File: src/rtl/uart_rx_err.sv
module uart_rx_err #(
  parameter int OVERSAMPLE = 16
) (
  input  logic       clk,
  input  logic       rst_n,
  input  logic       rx_in,
  input  logic       tick16,
  input  logic       cfg_eight,
  input  logic       cfg_par_en,
  input  logic       cfg_par_odd,
  input  logic       rd_strobe,
  output logic [7:0] rx_data,
  output logic       rx_full,
  output logic       err_parity,
  output logic       err_frame,
  output logic       err_overrun,
  output logic       rx_irq
);
  localparam int CW  = $clog2(OVERSAMPLE);
  localparam int MID = OVERSAMPLE / 2;
  localparam logic [CW-1:0] CNT_MID  = CW'(MID - 1);
  localparam logic [CW-1:0] CNT_FULL = CW'(OVERSAMPLE - 1);

  typedef enum logic [2:0] {S_IDLE, S_START, S_DATA, S_PAR, S_STOP} st_t;

  st_t           st;
  logic [1:0]    sync;
  logic          rx_prev;
  logic [CW-1:0] cnt;
  logic [2:0]    bidx;
  logic [7:0]    sh;
  logic          pbit;

  wire       rx_s      = sync[1];
  wire       sample    = tick16 && (cnt == CNT_FULL);
  wire       last_data = bidx == (cfg_eight ? 3'd7 : 3'd6);
  wire [7:0] word      = cfg_eight ? sh : {1'b0, sh[7:1]};
  wire       perr      = cfg_par_en && ((^word ^ pbit) != cfg_par_odd);
  wire       done      = (st == S_STOP) && sample;
  wire       can_load  = !rx_full || rd_strobe;

  assign rx_irq = rx_full;

  always_ff @(posedge clk or negedge rst_n) begin
    if (!rst_n) begin
      sync    <= 2'b11;
      rx_prev <= 1'b0;
      st      <= S_IDLE;
      cnt     <= '0;
      bidx    <= '0;
      sh      <= '0;
      pbit    <= 1'b0;
    end else begin
      sync <= {sync[0], rx_in};
      if (tick16) rx_prev <= rx_s;
      case (st)
        S_IDLE:
          if (tick16 && rx_prev && !rx_s) begin
            st  <= S_START;
            cnt <= '0;
          end
        S_START:
          if (tick16) begin
            if (cnt == CNT_MID) begin
              cnt  <= '0;
              bidx <= '0;
              st   <= rx_s ? S_IDLE : S_DATA;
            end else begin
              cnt <= cnt + 1'b1;
            end
          end
        S_DATA:
          if (sample) begin
            cnt  <= '0;
            sh   <= {rx_s, sh[7:1]};
            bidx <= bidx + 1'b1;
            if (last_data) st <= cfg_par_en ? S_PAR : S_STOP;
          end else if (tick16) begin
            cnt <= cnt + 1'b1;
          end
        S_PAR:
          if (sample) begin
            cnt  <= '0;
            pbit <= rx_s;
            st   <= S_STOP;
          end else if (tick16) begin
            cnt <= cnt + 1'b1;
          end
        S_STOP:
          if (sample) begin
            cnt <= '0;
            st  <= S_IDLE;
          end else if (tick16) begin
            cnt <= cnt + 1'b1;
          end
        default: st <= S_IDLE;
      endcase
    end
  end

  always_ff @(posedge clk or negedge rst_n) begin
    if (!rst_n) begin
      rx_data     <= '0;
      rx_full     <= 1'b0;
      err_parity  <= 1'b0;
      err_frame   <= 1'b0;
      err_overrun <= 1'b0;
    end else if (done && can_load) begin
      rx_data     <= word;
      rx_full     <= 1'b1;
      err_parity  <= perr;
      err_frame   <= !rx_s;
      err_overrun <= 1'b0;
    end else if (done) begin
      err_overrun <= 1'b1;
    end else if (rd_strobe) begin
      rx_full     <= 1'b0;
      err_parity  <= 1'b0;
      err_frame   <= 1'b0;
      err_overrun <= 1'b0;
    end
  end
endmodule


File: config.mk
export PLATFORM = sky130hd
export DESIGN_NAME = uart_rx_err
export DESIGN_NICKNAME = d
export VERILOG_FILES = /design/src/rtl/uart_rx_err.sv
export SDC_FILE = /design/constraint.sdc
export NUM_CORES = 1
export LEC_CHECK = 0
export BUFFER_PORTS_ARGS = -buffer_cell sky130_fd_sc_hd__buf_2
export CAP_MARGIN = 0
export CORE_MARGIN = 2
export CORE_UTILIZATION = 45
export CTS_CLUSTER_DIAMETER = 100
export CTS_CLUSTER_SIZE = 28
export DETAILED_ROUTE_END_ITERATION = 16
export PLACE_DENSITY = 0.75
export SLEW_MARGIN = 10
export SYNTH_ARGS = -nofsm -noshare
export SYNTH_HDL_FRONTEND = slang
export SYNTH_SLANG_ARGS = --single-unit
File: constraint.sdc
create_clock -name clk -period 1.94 [get_ports clk]
set_input_delay 0.097 -clock clk [delete_from_list [all_inputs] [get_ports clk]]
set_output_delay 0.097 -clock clk [all_outputs]
set_load 0.03 [all_outputs]
==> flow_metrics.tcl <==
set metrics [dict create \
    powerDensity_mw_per_mm2 975 \
    detail-route-antenna-nets 0 \
    r2r_setup_slack_ns 0.19 \
    via_per_inst 5.28 \
    relSlewSlack_pct 49.6 \
    critPathLaunch "st[2]" \
    antenna_cells 0 \
    min_path_type "in -> reg" \
    cts_root_buf "clkbuf_8" \
    synth_area_mm2 0.00173 \
    first_pass_iters 4 \
    end_kind "register" \
    hold_violations 0 \
    synth_top_area_share_pct 46.2 \
    die_w_um 66.0 \
    synth_cells 155 \
    setup_tns_ns 0 \
    grtUsageTotal_pct 16.4 \
    start_util_pct 46.9 \
    path_max_fanout 9 \
    ys_top_cells_by_area "dfrtp_1 (46%), mux2_2 (7.2%), xnor2_1 (5.1%)" \
    yosys_warnings 0 \
    clock.fmax_mhz 572 \
    placed_area_mm2 0.00185 \
    synth_edf_count 0 \
    post-dp-hpwl_mm 2.20 \
    clock-sinks 34 \
    timing.rr.end "st[2]" \
    slew_viol_final 0 \
    cp_num_cells 6 \
    routed_wl_mm 3.02 \
    drv_cap 0 \
    ios 21 \
    r2r_start "st[2]" \
    path_delay_family "flip-flops" \
    skew_ns 0.00895 \
    critPathArrivalTime_ns 1.91 \
    route.detailed.drc 0 \
    path_cells "buf_4, nor2_1, nand2_1, o22a_2, nand3_1, mux2_2" \
    clk_pin_slew_ns 0.07 \
    synth_seq_area_share_pct 49.3 \
    crit_buf_inv 1 \
    ys_dominant_reg_cell "dfrtp_1" \
    final_cell_mix "dfrtp_1 (32), nand2_1 (22), buf_2 (20)" \
    power_w 0.00191 \
    via_count 1208 \
    layout_commonest_cell "dfrtp_1" \
    num-nets-final 190 \
    core_mm2 0.00369 \
    drive_gt1_share_pct 29.3 \
    status "finished clean" \
    synth_nets 165 \
    antenna_found_initial 0 \
    die_h_um 66.0 \
    period_share_pct 90.1 \
    path_class "reg -> reg" \
    io_buffer_count 20 \
    grt_max_degree 35 \
    drtIter0Drc 34 \
    ys_types 41 \
    period_minus_slack_ns 1.75 \
    final_area_mm2 0.00196 \
    die_area_mm2 0.00436 \
    clockBufferDepth 2 \
    cp_slowest_cell "dfrtp_1" \
    crit_path_end "st[2]" \
    cts_max_level 2 \
    grt_pass1_wl_mm 5.40 \
    synth.avg_cell_area_um2 11.2 \
    gp_congestion 0.792 \
    clk_latency_ns 0.28 \
    peakVddDrop_mv 0.334 \
    reg2reg_depth 6 \
    async_reset_ff_share_pct 100 \
    grt-ovfl-total 0 \
    rsz0062_at_grt "false" \
    synth_top_area_cell "dfrtp_1" \
    p_leak_nw 0.960 \
    max_stage_delay_ns 0.41 \
    setup.worst_path.start_class "register" \
    rows 22 \
    wl_per_cell_um 13.2 \
    hold_ws_ns 0.108 \
    tightest_slew_ns 0.756 \
    synth_seq_cells 34 \
    cts_tree "done" \
    cts_setup_buffers 0 \
    numCtsBuffers 5 \
    grt_pass1_vias 1200 \
    synthToLayoutAreaGrowth_pct 13.3 \
    setup_viol 0 \
    required_ns 2.10 \
]
## worst min-delay path by stage
| stage | from | depth (start not counted) | endpoint | slack, ns |
|---|---|---|---|---|
| after floorplan | rst_n | 0 | bidx[0] | -0.20 |
| after global placement | rst_n | 1 | rx_data[3] | 0.19 |
| after detailed placement | rx_in | 1 | sync[0] | 0.20 |
| after CTS | cfg_par_en | 2 | err_parity | 0.10 |
| after global routing | cfg_par_en | 2 | err_parity | 0.11 |
| final | cfg_par_en | 2 | err_parity | 0.11 |
## per-stage QoR
stage	instances	setup slack, ns	util [%]
5_1_grt	229	0.0929	53.2
6_report	229	0.191	53.2
4_1_cts	229	0.0565	53.2
3_5_place_dp	219	0.0670	50.0
3_3_place_gp	219	0.187	50.0
2_1_floorplan	155	0.325	-
## metal layers
layer,share of wire [%],track usage (%),wire length (µm)
met1,44,19.5,1330
met5,0,0,0
met2,51,28.5,1540
met4,1.6,6.89,48
met3,3.5,3.58,106
## worst reg2reg max path: stages, from the launching register on
cell     delay (ns)
dfrtp_1        0.41
buf_4          0.18
nor2_1         0.13
nand2_1        0.13
o22a_2         0.32
nand3_1        0.12
mux2_2         0.35
## what timing repair did
action	CTS	global route
endpoints found under the hold margin	33	0
hold buffers	2	0
endpoints found under the setup margin	0	1
gates resized for setup	0	1
## flip-flops by register name, summed over array words and instances (netlist names)
signal / count
st: 3
cnt: 4
rx_data: 8
sync: 2
err_overrun: 1
bidx: 3
rx_prev: 1
sh: 8
err_parity: 1
pbit: 1
err_frame: 1
rx_full: 1
## Yosys cell counts (all sizes together) (3+ instances only)
master	number
a21oi	3
nand2	22
xor2	3
dfrtp	32
buf	7
mux2	13
xnor2	10
nand3	6
nor2b	3
mux2i	7
nor2	6
o21ai	16
## where the power goes
part,switching [W],total [W],internal (W)
Sequential,0.0000705,0.000849,0.000778
Clock,0.000250,0.000535,0.000285
Combinational,0.000279,0.000529,0.000250
Total,0.000600,0.00191,0.00131
## area by class of cell
cell class,count,area (µm²)
inverter,2,7.51
clock inverter,2,12.5
sequential,34,853
tap,48,60.1
fill,337,1730
timing repair buffer,26,150
clock buffer,6,82.6
multi-input combinational,111,796
## cells by family after synthesis
logic type      count (synthesis)  share of synthesized area, %
mux                            20                          12.5
compound gates                 29                          10.5
xor+xnor                       13                          6.58
simple gates                   47                          14.9
flops                          34                          49.3
buf+inv                        10                          4.84
fa+ha+maj                       2                          1.44
(Power assumes the default switching activity.)
